<file path="src/rtl/spi_cfg_pkg.sv">
package spi_cfg_pkg;
  localparam int ADDR_W     = 15;
  localparam int INSTR_BITS = ADDR_W + 1;
  localparam int BYTE_BITS  = 8;
  localparam int CNT_W      = $clog2(INSTR_BITS);
  localparam logic [ADDR_W-1:0] ADDR_IFCFG = '0;
  localparam logic [ADDR_W-1:0] ADDR_MODE  = 15'd1;
  typedef logic [BYTE_BITS-1:0] byte_t;
  typedef logic [ADDR_W-1:0]    addr_t;
endpackage

</file>
<file path="src/rtl/spi_cfg_sync.sv">
module spi_cfg_sync #(
  parameter int WIDTH = 3,
  parameter int STAGES = 2,
  parameter logic [WIDTH-1:0] RST_VAL = '0
) (
  input  logic             clk,
  input  logic             rst_n,
  input  logic [WIDTH-1:0] d,
  output logic [WIDTH-1:0] q
);
  for (genvar g = 0; g < WIDTH; g++) begin : g_bit
    logic [STAGES-1:0] chain;
    always_ff @(posedge clk or negedge rst_n) begin
      if (!rst_n) chain <= {STAGES{RST_VAL[g]}};
      else        chain <= {chain[STAGES-2:0], d[g]};
    end
    assign q[g] = chain[STAGES-1];
  end
endmodule

</file>
<file path="src/rtl/spi_cfg_engine.sv">
module spi_cfg_engine
  import spi_cfg_pkg::*;
(
  input  logic  clk,
  input  logic  rst_n,
  input  logic  sclk_s,
  input  logic  cs_s,
  input  logic  sdi_s,
  input  logic  cfg_lsb,
  input  logic  cfg_asc,
  input  logic  cfg_single,
  input  logic  soft_rst,
  input  byte_t rd_data,
  output addr_t addr,
  output logic  wr_en,
  output byte_t wr_data,
  output logic  sdo
);
  logic                  sclk_q, rise, fall;
  logic                  in_data, rw_q, done, abort, load_pend;
  logic                  lsb_f, asc_f, single_f;
  logic [CNT_W-1:0]      cnt;
  logic [INSTR_BITS-1:0] sr, sr_next;
  byte_t                 tx;
  addr_t                 addr_q;
  logic                  instr_end, byte_end, live;

  assign rise      = sclk_s & ~sclk_q;
  assign fall      = ~sclk_s & sclk_q;
  assign live      = ~abort & ~done;
  assign sr_next   = lsb_f ? {sdi_s, sr[INSTR_BITS-1:1]} : {sr[INSTR_BITS-2:0], sdi_s};
  assign instr_end = rise && live && !in_data && cnt == CNT_W'(INSTR_BITS-1);
  assign byte_end  = rise && live && in_data && cnt == CNT_W'(BYTE_BITS-1);
  assign wr_en     = byte_end && !rw_q;
  assign wr_data   = lsb_f ? sr_next[INSTR_BITS-1 -: BYTE_BITS] : sr_next[BYTE_BITS-1:0];
  assign addr      = addr_q;

  always_ff @(posedge clk or negedge rst_n) begin
    if (!rst_n) begin
      sclk_q <= 1'b0; in_data <= 1'b0; rw_q <= 1'b0; done <= 1'b0; abort <= 1'b0;
      load_pend <= 1'b0; lsb_f <= 1'b0; asc_f <= 1'b0; single_f <= 1'b0;
      cnt <= '0; sr <= '0; tx <= '0; addr_q <= '0; sdo <= 1'b0;
    end else begin
      sclk_q <= sclk_s;
      if (cs_s) begin
        in_data <= 1'b0; done <= 1'b0; abort <= 1'b0; load_pend <= 1'b0;
        cnt <= '0; sr <= '0; sdo <= 1'b0;
        lsb_f <= cfg_lsb; asc_f <= cfg_asc; single_f <= cfg_single;
      end else begin
        if (soft_rst) abort <= 1'b1;
        load_pend <= 1'b0;
        if (load_pend) tx <= rd_data;
        if (rise && live) begin
          sr  <= sr_next;
          cnt <= cnt + CNT_W'(1);
          if (instr_end) begin
            in_data   <= 1'b1;
            cnt       <= '0;
            rw_q      <= sr_next[INSTR_BITS-1];
            addr_q    <= sr_next[ADDR_W-1:0];
            load_pend <= sr_next[INSTR_BITS-1];
          end
          if (byte_end) begin
            cnt       <= '0;
            addr_q    <= asc_f ? addr_q + ADDR_W'(1) : addr_q - ADDR_W'(1);
            done      <= single_f;
            load_pend <= rw_q && !single_f;
          end
        end
        if (fall) begin
          if (in_data && rw_q && live) begin
            sdo <= lsb_f ? tx[0] : tx[BYTE_BITS-1];
            tx  <= lsb_f ? {1'b0, tx[BYTE_BITS-1:1]} : {tx[BYTE_BITS-2:0], 1'b0};
          end else begin
            sdo <= 1'b0;
          end
        end
      end
    end
  end
endmodule

</file>
<file path="src/rtl/spi_cfg_regs.sv">
module spi_cfg_regs
  import spi_cfg_pkg::*;
#(
  parameter int SCR_BASE    = 2,
  parameter int SCR_NUM     = 4,
  parameter int BOOT_CYCLES = 1000000
) (
  input  logic  clk,
  input  logic  rst_n,
  input  logic  wr_en,
  input  addr_t addr,
  input  byte_t wr_data,
  output byte_t rd_data,
  output logic  cfg_lsb,
  output logic  cfg_asc,
  output logic  cfg_single,
  output logic  soft_rst,
  output logic  dp_reset,
  output logic  boot_busy
);
  localparam int    BW     = $clog2(BOOT_CYCLES + 1);
  localparam addr_t BASE_A = ADDR_W'(SCR_BASE);
  localparam addr_t LAST_A = ADDR_W'(SCR_BASE + SCR_NUM - 1);

  logic [BW-1:0] boot_cnt;
  logic          wr_acc, soft_req, in_scr;
  addr_t         off;
  byte_t         scr [SCR_NUM];

  assign boot_busy = boot_cnt != '0;
  assign wr_acc    = wr_en && !boot_busy;
  assign soft_req  = wr_acc && addr == ADDR_IFCFG && (wr_data[7] | wr_data[0]);
  assign in_scr    = addr >= BASE_A && addr <= LAST_A;
  assign off       = addr - BASE_A;

  always_ff @(posedge clk or negedge rst_n) begin
    if (!rst_n) begin
      cfg_lsb <= 1'b0; cfg_asc <= 1'b0; cfg_single <= 1'b0;
      soft_rst <= 1'b0; dp_reset <= 1'b0; boot_cnt <= '0;
    end else begin
      soft_rst <= soft_req;
      dp_reset <= wr_acc && addr == ADDR_MODE && wr_data[1];
      if (soft_req) begin
        cfg_lsb <= 1'b0; cfg_asc <= 1'b0; cfg_single <= 1'b0;
        boot_cnt <= BW'(BOOT_CYCLES);
      end else begin
        if (boot_busy) boot_cnt <= boot_cnt - BW'(1);
        if (wr_acc && addr == ADDR_IFCFG) begin
          cfg_lsb <= wr_data[6] | wr_data[1];
          cfg_asc <= wr_data[5] | wr_data[2];
        end
        if (wr_acc && addr == ADDR_MODE) cfg_single <= wr_data[7];
      end
    end
  end

  for (genvar i = 0; i < SCR_NUM; i++) begin : g_scr
    always_ff @(posedge clk or negedge rst_n) begin
      if (!rst_n)                                  scr[i] <= '0;
      else if (soft_req)                           scr[i] <= '0;
      else if (wr_acc && in_scr && off == ADDR_W'(i)) scr[i] <= wr_data;
    end
  end

  always_comb begin
    rd_data = '0;
    if (addr == ADDR_IFCFG)
      rd_data = {1'b0, cfg_lsb, cfg_asc, 2'b00, cfg_asc, cfg_lsb, 1'b0};
    else if (addr == ADDR_MODE)
      rd_data = {cfg_single, 7'b0};
    else
      for (int i = 0; i < SCR_NUM; i++)
        if (in_scr && off == ADDR_W'(i)) rd_data = scr[i];
  end
endmodule

</file>
<file path="src/rtl/spi_cfg_port.sv">
module spi_cfg_port
  import spi_cfg_pkg::*;
#(
  parameter int SYNC_STAGES = 2,
  parameter int SCR_BASE    = 2,
  parameter int SCR_NUM     = 4,
  parameter int BOOT_CYCLES = 1000000
) (
  input  logic clk,
  input  logic rst_n,
  input  logic cs_n,
  input  logic sclk,
  input  logic sdi,
  output logic sdo,
  output logic dp_reset,
  output logic boot_busy
);
  logic  cs_s, sclk_s, sdi_s;
  logic  cfg_lsb, cfg_asc, cfg_single, soft_rst, wr_en;
  addr_t addr;
  byte_t rd_data, wr_data;

  spi_cfg_sync #(.WIDTH(3), .STAGES(SYNC_STAGES), .RST_VAL(3'b100)) u_sync (
    .clk(clk), .rst_n(rst_n), .d({cs_n, sclk, sdi}), .q({cs_s, sclk_s, sdi_s})
  );

  spi_cfg_engine u_engine (
    .clk(clk), .rst_n(rst_n), .sclk_s(sclk_s), .cs_s(cs_s), .sdi_s(sdi_s),
    .cfg_lsb(cfg_lsb), .cfg_asc(cfg_asc), .cfg_single(cfg_single),
    .soft_rst(soft_rst), .rd_data(rd_data), .addr(addr), .wr_en(wr_en),
    .wr_data(wr_data), .sdo(sdo)
  );

  spi_cfg_regs #(.SCR_BASE(SCR_BASE), .SCR_NUM(SCR_NUM), .BOOT_CYCLES(BOOT_CYCLES)) u_regs (
    .clk(clk), .rst_n(rst_n), .wr_en(wr_en), .addr(addr), .wr_data(wr_data),
    .rd_data(rd_data), .cfg_lsb(cfg_lsb), .cfg_asc(cfg_asc), .cfg_single(cfg_single),
    .soft_rst(soft_rst), .dp_reset(dp_reset), .boot_busy(boot_busy)
  );
endmodule

</file>
<file path="config.mk">
export PLATFORM = sky130hd
export DESIGN_NAME = spi_cfg_port
export DESIGN_NICKNAME = d
export VERILOG_FILES = /design/src/rtl/spi_cfg_pkg.sv /design/src/rtl/spi_cfg_sync.sv /design/src/rtl/spi_cfg_engine.sv /design/src/rtl/spi_cfg_regs.sv /design/src/rtl/spi_cfg_port.sv
export SDC_FILE = /design/constraint.sdc
export NUM_CORES = 1
export LEC_CHECK = 0
export BUFFER_PORTS_ARGS = -buffer_cell sky130_fd_sc_hd__buf_4
export CAP_MARGIN = 20
export CORE_MARGIN = 5
export CORE_UTILIZATION = 45
export DETAILED_ROUTE_END_ITERATION = 6
export MAX_ROUTING_LAYER = met4
export SYNTH_ARGS = -nofsm -noshare
export SYNTH_HDL_FRONTEND = slang
export SYNTH_HIERARCHICAL = 1
export SYNTH_SLANG_ARGS = --single-unit
</file>
<file path="constraint.sdc">
create_clock -name clk -period 4.81 [get_ports clk]
set_input_delay 0.2405 -clock clk [delete_from_list [all_inputs] [get_ports clk]]
set_output_delay 0.2405 -clock clk [all_outputs]
set_load 0.005 [all_outputs]
</file>
# After elaboration in Yosys (flattened, before gate mapping)
# Cells that the tools add are included.
[word_totals] ff_bits=116 input_bits=5 output_inout_bits=3 wordCells=152
[op_classes] add_sub_neg=5 order_cmp=2 eq_ne=6 mux=53 n_bitwise=11 reduce_logical=48
[op_table] op="2-to-1 mux 8 bit" count=19
[op_table] op="2-to-1 mux 16 bit" count=3
[op_table] op="2-to-1 mux 15 bit" count=3
[op_table] op="2-to-1 mux 20 bit" count=2
[op_table] op="equality test 15 x 1 -> 1 bit, second input constant" count=2
[op_table] op="equality test 15 x 2 -> 1 bit, second input constant" count=2
[op_table] op="logical NOT 15 bit" count=2
[op_table] op="nonzero test 2 bit" count=13
[op_table] op="logical AND 1 bit" count=24
[op_table] op="2-to-1 mux 1 bit" count=22
[op_table] op="nonzero test 20 bit" count=1
[op_table] op="subtractor 20 x 1 -> 20 bit, second input constant" count=1
[op_table] op="2-to-1 mux 4 bit" count=4
[op_table] op="adder 15 x 1 -> 15 bit, second input constant" count=1
[op_table] op=">= comparator 15 x 2 -> 1 bit, second input constant" count=1
[op_table] op="<= comparator 15 x 3 -> 1 bit, second input constant" count=1
[op_table] op="subtractor 15 x 1 -> 15 bit, second input constant" count=1
[op_table] op="subtractor 15 x 2 -> 15 bit, second input constant" count=1
[op_table] op="AND reduction 3 bit" count=2
[op_table] op="inverter 1 bit" count=5
[op_table] op="adder 4 x 1 -> 4 bit, second input constant" count=1
[op_table] op="equality test 4 x 3 -> 1 bit, second input constant" count=1
[op_table] op="equality test 4 bit, second input constant" count=1
[op_table] op="logical NOT 1 bit" count=4
[op_table] op="3 further kinds" count=8

# Logic depth before layout (Yosys ltp)
# Gate-level depths: netlist of the first run.
[logic_depth] depth_word=12 ltp_mapped=12 mapped_depth_nobuf=9

# Modules after synthesis
# The synthesis of the first run kept the hierarchy.
[modules_own_cells] module="spi_cfg_engine" instances=1 cells_each=366 area_per_inst_um2=3304.4
[modules_own_cells] module="spi_cfg_regs" instances=1 cells_each=296 area_per_inst_um2=3206.8
[modules_own_cells] module="spi_cfg_sync" instances=1 cells_each=9 area_per_inst_um2=175.2

# Least setup slack after synthesis of the first run
# OpenSTA, ideal clock, no wires.
[synth_path] path_type="register to register" start="register u_engine.done" end="register u_regs/scr[16] in the netlist's numbering" arrival_time_ns=2.875 slack_ns=1.800 stages_incl_launch_ff=11 n_path_buf=2 path_cell_list="dfrtp_1 -> or4b_1 -> buf_2 -> or3_1 -> buf_6 -> nor2_1 -> and2_1 -> nor4b_1 -> nand4_2 -> o211ai_1 -> o21ai_0"
[synth_between] elab_chain_cells=10 word_cells_on_any_way=13 cone_classes="mux (1); bitwise (2); reduce/logical (10)"
[synth_rtl] item="from (decl)" line="spi_cfg_engine.sv:20" rtl="logic in_data, rw_q, done, abort, load_pend;"
[synth_rtl] item="from (signal assigned)" line="spi_cfg_engine.sv:66" rtl="done <= single_f;"
[synth_rtl] item="inverter 1 bit (*)" line="spi_cfg_engine.sv:30" rtl="assign live = ~abort & ~done;"
[synth_rtl] item="bitwise AND 1 bit (*)" line="spi_cfg_engine.sv:30"
[synth_rtl] item="logical AND 1 bit (*) (3 in series)" line="spi_cfg_engine.sv:33" rtl="assign byte_end = rise && live && in_data && cnt == CNT_W'(BYTE_BITS-1);"
[synth_rtl] item="logical AND 1 bit (*)" line="spi_cfg_engine.sv:34" rtl="assign wr_en = byte_end && !rw_q;"
[synth_rtl] item="net wr_en" line="spi_cfg_port.sv:19" rtl="logic cfg_lsb, cfg_asc, cfg_single, soft_rst, wr_en;"
[synth_rtl] item="logical AND 1 bit (*)" line="spi_cfg_regs.sv:31" rtl="assign wr_acc = wr_en && !boot_busy;"
[synth_rtl] item="logical AND 1 bit, on equally long branches (2 in series)" line="spi_cfg_regs.sv:32, spi_cfg_regs.sv:61"
[synth_rtl] item="2-to-1 mux 8 bit / nonzero test 2 bit (equally long branches)"
[synth_rtl] item="to (signal, indexed assignment)" line="spi_cfg_regs.sv:61" rtl="else if (wr_acc && in_scr && off == ADDR_W'(i)) scr[i] <= wr_data;"
[synth_rtl] item="to (decl)" line="spi_cfg_regs.sv:28" rtl="byte_t scr [SCR_NUM];"
# Mark *: on every way through the listed nets, which the timed path passes. The rest lies on a longest branch.
# A chain may end at the register's enable or synchronous reset.

# Worst setup path after layout of the first run
[layout_path] start="register u_engine.done" end="register u_regs/scr[17] in the netlist's numbering"
# Same word-level chain as after synthesis.

==> flow_summary.toml, run 1 <==
[outcome]
status = "finished clean"

[route]
drt-initial-drc-count = 396
viasPerCell = 6.014
drc = 0
wirelength_um = 16040
wl_per_cell_um = 18.65
drtPass1Iterations = 5
postRouteAntennaNets = 0
via_count = 5172

[synth]
yosysWarnings = 6
ys.flop_type = "dfrtp_1"
synth_nets = 695
synth.yosys.seq_area_share = 0.4345
ys_types = 74
synth_area_per_cell_sq_um = 9.965
async_flop_share = 1.000
netlist_instances = 671
synth-edff-count = 0
ys_ff_latch = 116
netlist_area_sq_um = 6686

[critical_path]
path_buf_inv = 0
reg2reg_depth = 8
rrSetupSlack_ns = 1.08
r2r-start = "u_engine/done$_DFFE_PN0P_"
startpoint_type = "register"
end_kind = "register"
critPathMostFrequentCell = "nor2_1"
crit_fanout = 13
r2r_end = "u_regs/scr[17]$_DFFE_PN0P_"
cpPeakStageDelay_ns = 0.67
worstSetupPathDepth = 8
critPathArrivalTime_ns = 4.00
crit_path_top_delay_cell = "or4b_1"
path_delay_family = "simple AND/OR/NAND/NOR gates"
critPathKind = "reg2reg"
cp_data_required_time_ns = 5.08
crit_chain = "or4b_1 > or3_1 > nor2_1 > nand2b_1 > nor4_4 > nand2_2 > nor2_1 > nor2_1"

[cells_and_area]
diodes = 0
final_core_util = 0.5135
drive_gt1_frac = 0.1420
area_growth_pct = 11.62
register_area_sq_um = 2905
fillerInstances = 1331
fin_nets = 688
multi_input_area_sq_um = 3547

[power]
pwr_density_cell_nw_per_um2 = 317.6
clkPwrFrac = 0.544
cellLeakagePower_nw = 3.476
p_int_w = 0.001861
seqPwrFrac = 0.425
p_sw_w = 0.0005097
swShare = 0.2150
combinationalPowerShare = 0.031
ir_drop_uv = 299.6

[clocking]
path_clk_slew_ns = 0.05
post-cts-setup-buffers = 0
cts_buffers = 17
cts_sinks = 116
cts_tree = "built"
insertion_delay_ns = 0.42
h-tree-depth = 4
cts-root-buf = "clkbuf_16"
clockBufferDepth = 2

[grt]
grt_max_degree = 70
grt_pass1_wl_um = 27020
antenna_found_initial = 0
grt_pass1_vias = 5152
grt_overflow_total = 0
track_usage = 0.1959

[timing]
rsz0062_at_grt = "false"
period_minus_slack_ns = 3.732
fmaxAchievable_ghz = 0.2679
fin_skew_ns = 0.008666
slew_viol_final = 0
slew_headroom = 0.3175
finalSetupViolCount = 0
period_share = 0.7759
finalSetupTns_ns = 0
hold_viol = 0
max_slew.worst_pin.slew_ns = 1.024

[placed_design]
hpwl_um = 10950
port_buffers = 7
routabilityCongestion = 0.8124

[floorplan]
coreArea_sq_um = 14530
dieArea_sq_um = 17400
ios = 8
start_util = 0.4601
rows = 44
die_w_um = 131.9
die_h_um = 131.9

[min_path]
hp-class = "reg2reg"
hp-start = "u_sync/g_bit[0].chain[0]$_DFF_PN0_"
holdPathStages = 0
hold_end = "u_sync/g_bit[0].chain[1]$_DFF_PN0_"

[flow_run]
drv_cap = 0
-- what timing repair did --
item	4_1_cts	5_1_grt
hold buffers	4	0
hold endpoints to repair	11	0
gates resized for setup	0	0
-- flip-flops by register name, indices dropped and copies added (netlist names), 4 cells and up --
name and cells:
u_engine/addr 15, u_engine/cnt 4, u_engine/sr 16, u_engine/tx 8, u_regs/boot_cnt 20, u_regs/scr 32, u_sync/g_bit.chain 6
-- power by group through the flow --
| stage | Sequential [W] | Combinational [W] | Clock, W |
|---|---|---|---|
| detailed placement | 0.00102 | 0.0000716 | 0 |
| floorplan | 0.00101 | 0.0000434 | 0 |
| CTS | 0.00101 | 0.0000744 | 0.00132 |
| finish | 0.00101 | 0.0000734 | 0.00129 |
| global placement | 0.00102 | 0.0000703 | 0 |
| global route | 0.00101 | 0.0000839 | 0.00136 |
-- how the worst max path moves through the flow --
stage | end | startpoint
6_report | u_regs/scr[17]$_DFFE_PN0P_ | u_engine/done$_DFFE_PN0P_
5_1_grt | u_regs/scr[30]$_DFFE_PN0P_ | u_engine/done$_DFFE_PN0P_
4_1_cts | u_regs/scr[15]$_DFFE_PN0P_ | u_engine/addr[1]$_DFFE_PN0P_
3_5_place_dp | u_regs/scr[8]$_DFFE_PN0P_ | u_engine/addr[1]$_DFFE_PN0P_
3_3_place_gp | u_regs/scr[20]$_DFFE_PN0P_ | u_engine/done$_DFFE_PN0P_
2_1_floorplan | u_regs/scr[16]$_DFFE_PN0P_ | u_engine/done$_DFFE_PN0P_
-- per-stage QoR --
stage | total power [W] | cell area [sq um] | hold slack, ns | worst slack [ns] | std cells
2_1_floorplan | 0.001057 | 6686 | -0.05509 | 1.800 | 671
3_3_place_gp | 0.001093 | 6810 | 0.3325 | 1.285 | 824
3_5_place_dp | 0.001095 | 6810 | 0.3347 | 1.101 | 824
4_1_cts | 0.002399 | 7452 | 0.3445 | 1.051 | 859
5_1_grt | 0.002454 | 7463 | 0.3523 | 0.7879 | 860
6_report | 0.002371 | 7463 | 0.3460 | 1.078 | 860
-- per-layer routing --
metal / routed length, um / GRT usage
met5: 0 / -
met3: 612 / 0.04466
met2: 7539 / 0.2953
met4: 216 / 0.05314
met1: 7671 / 0.2676
-- Yosys cell counts, drive strengths merged, types with 3 or more instances --
library cell  number  area, sq um
nand2b            10        62.56
dfrtp            114         2853
or4b               3        37.54
or3                9        56.30
nor3              13        70.07
xor2              11        96.34
a211oi            16        120.1
o21ai             59        299.0
mux2              17        191.4
ha                18        225.2
inv               12        45.04
a21oi             46        230.2
clkbuf            23        86.33
mux2i             33        330.3
nor2              67        261.5
or2                4        25.03
o21bai             3        22.52
nand4             22        156.4
nand2             55        209.0
nand3              9        50.05
a22o               4        35.03
mux4               8        180.2
o211ai             7        57.55
and2               5        31.28
xnor2             14        122.6
a21o               7        52.55
and4               4        35.03
buf               19        121.4
nor4b              7        106.4
or4                4        31.28
a22oi              7        52.55
nor4               9        111.4
-- final cells by class --
class,instances,share of cell area
clock buffer,22,0.06354
tap,184,0.03085
clock inverter,9,0.01710
sequential,116,0.3893
inverter,12,0.006035
multi-input combinational,501,0.4753
timing repair buffer,16,0.01794
-- kinds of logic (layout without fill, tap and decap cells) --
| kind of cell | Yosys count | after routing | synth area share |
|---|---|---|---|
| AOI/OAI and AO/OA | 168 | 168 | 0.1559 |
| xor gates and xnor gates | 25 | 25 | 0.03275 |
| buffers and inverters | 54 | 59 | 0.03780 |
| DFF | 116 | 116 | 0.4345 |
| muxes | 58 | 58 | 0.1050 |
| and+or+nand+nor | 231 | 231 | 0.1974 |
| adders and majority gates | 19 | 19 | 0.03668 |
-- cells in the final DEF (no fill, tap or decap), types with 4 or more instances in the layout --
cell / count
inv_1: 12
xor2_1: 11
mux2_2: 17
ha_1: 18
nor4_2: 4
nand4_1: 19
and2_1: 5
a21oi_1: 46
o211ai_1: 6
or3_1: 9
and4_1: 4
mux2i_1: 33
nor4b_1: 4
clkbuf_16: 17
dlygate4sd3_1: 4
a22o_1: 4
xnor2_1: 14
buf_4: 11
a21o_1: 7
nand2b_1: 10
nor2_1: 65
mux4_2: 8
dfrtp_1: 114
a211oi_1: 16
nand2_1: 54
nand3_1: 8
a22oi_1: 7
o21ai_0: 56
nor3_1: 12
Power figures use the tool's default switching activity.
==> run 2: changes to the inputs <==
- clock period: 4.81 -> 3.05 ns (I/O delays scaled with it)
==> flow_summary.toml, run 2 (synthesis gave the netlist of run 1 again) <==
[cells_and_area]
diodes = 0
fin_area_sq_um = 7581
final_cell_mix = "114 x dfrtp_1, 64 x nor2_1, 56 x o21ai_0"
drive_gt1_frac = 0.1628
area_growth_pct = 13.38
largest_reg_flops = 32
reg_top3 = "u_regs/scr x32, u_regs/boot_cnt x20, u_engine/sr x16"
largest-register = "u_regs/scr"
fillerInstances = 1317
mostFrequentLayoutCell = "dfrtp_1"
fin_nets = 705

[route]
viasPerCell = 5.965
via_count = 5237
routed.top_layer = "met4"
met3_length_um = 573
postRouteAntennaNets = 0
drtPass1Iterations = 5
drt-initial-drc-count = 360
wirelength_um = 16360
wl_met1_um = 7816
wl_per_cell_um = 18.64
drc = 0
wl_met2_um = 7580

[clocking]
cts_sinks = 116
cts-root-buf = "clkbuf_16"
path_clk_slew_ns = 0.05
h-tree-depth = 4
insertion_delay_ns = 0.42
cts_tree = "built"
clockBufferDepth = 2
cts_buffers = 17

[timing]
postLayoutSetupSlackWorst_ns = 0.2155
slew_headroom = 0.4831
slew_viol_final = 0
rsz0062_at_grt = "false"
period_minus_slack_ns = 2.834
period_share = 0.9293
hold_viol = 0
fmaxAchievable_ghz = 0.3528
finalSetupViolCount = 0
max_slew.worst_pin.slew_ns = 0.7753
fin_skew_ns = 0.006735

[grt]
antenna_found_initial = 0
grt_pass1_vias = 5297
grt_overflow_total = 0
grt_pass1_wl_um = 27870
track_usage = 0.2014
grt_max_degree = 61

[power]
combinationalPowerShare = 0.036
total_power_w = 0.003655
seqPwrFrac = 0.432
p_sw_w = 0.0008153
pwr_density_cell_nw_per_um2 = 482.1
swShare = 0.2231
clkPwrFrac = 0.532
ir_drop_uv = 496.8
p_int_w = 0.002840
cellLeakagePower_nw = 3.495

[floorplan]
die_w_um = 131.9
ios = 8
start_util = 0.4601
rows = 44
die_h_um = 131.9
coreArea_sq_um = 14530
dieArea_sq_um = 17400

[placed_design]
place_area_sq_um = 6950
routabilityCongestion = 0.8404
port_buffers = 7
hpwl_um = 11220
post-place-ws_ns = -0.02631

[critical_path]
startpoint = "u_engine/done$_DFFE_PN0P_"
cp_data_required_time_ns = 3.34
crit_fanout = 6
critPathArrivalTime_ns = 3.13
startpoint_type = "register"
critPathKind = "reg2reg"
r2r-start = "u_engine/done$_DFFE_PN0P_"
end_kind = "register"

[flow_run]
drv_cap = 0

[outcome]
status = "finished clean"

[min_path]
hp-class = "in2async"
run 2: changes by cell type in the layout (fill, tap and decap cells not counted), sizes merged:
cell / delta
clkbuf: +1
clkinvlp: -1
buf: +17
clkinv: +2
bufinv: -1
run 2: per-stage QoR:
stage	utilization	instances	TNS [ns]	hold slack (ns)
finish	0.5216	878	0	0.3496
global route	0.5216	878	0	0.3609
CTS	0.5214	878	0	0.3583
detailed placement	0.4782	841	-0.03553	0.2618
global placement	0.4782	841	0	0.2607
floorplan	-	671	0	-0.1431
run 2: path summary, 6_finish.rpt:
path,depth (start not counted),slack (ns),to
worst min register to register,0,0.35,u_sync/g_bit[1].chain[1]$_DFF_PN0_
worst min-delay path,2,0.35,u_engine/addr[7]$_DFFE_PN0P_
max in group asynchronous,3,1.88,u_sync/g_bit[2].chain[0]$_DFF_PN1_
min in group clk,0,0.35,u_sync/g_bit[1].chain[1]$_DFF_PN0_
worst max-delay path,8,0.22,u_regs/scr[7]$_DFFE_PN0P_
worst max register to register,8,0.22,u_regs/scr[7]$_DFFE_PN0P_
run 2: power groups by stage:
stage / Combinational, W / Clock, W / Sequential [W]
2_1_floorplan: 0.0000684 / 0 / 0.00160
3_3_place_gp: 0.000126 / 0 / 0.00161
3_5_place_dp: 0.000128 / 0 / 0.00161
4_1_cts: 0.000133 / 0.00200 / 0.00158
5_1_grt: 0.000149 / 0.00206 / 0.00158
6_report: 0.000131 / 0.00194 / 0.00158
run 2: layout make-up:
cell class / count / area (sq um) / area share
multi-input cells: 501 / 3558 / 0.4694
clock buffers: 23 / 467.9 / 0.06173
flip-flops and latches: 116 / 2905 / 0.3832
inverters: 12 / 45.04 / 0.005942
clock inverters: 9 / 103.9 / 0.01370
well taps: 184 / 230.2 / 0.03037
repair buffers: 33 / 270.3 / 0.03565
run 2: repair_timing:
| item | 4_1_cts | 5_1_grt |
|---|---|---|
| buffers inserted | 1 | 0 |
| hold buffers | 4 | 0 |
| hold endpoints to repair | 59 | 0 |
| pin swaps | 1 | 0 |
| resized for setup | 1 | 1 |
| setup endpoints to repair | 11 | 12 |
run 2: worst max-delay path, stage by stage (launching register included):
cell and delay [ns]:
dfrtp_1 0.42, or4b_1 0.56, or3_1 0.43, nor2_2 0.22, nand2b_1 0.13, nor4_4 0.29, nand4_1 0.28, nand2_1 0.27
mux2i_1 0.10
run 2: routing by layer:
metal / global-route usage / vias up
li1: - / 2485
met1: 0.2738 / 2626
met2: 0.2981 / 92
met3: 0.03969 / 34
met4: 0.07771 / 0
met5: - / -
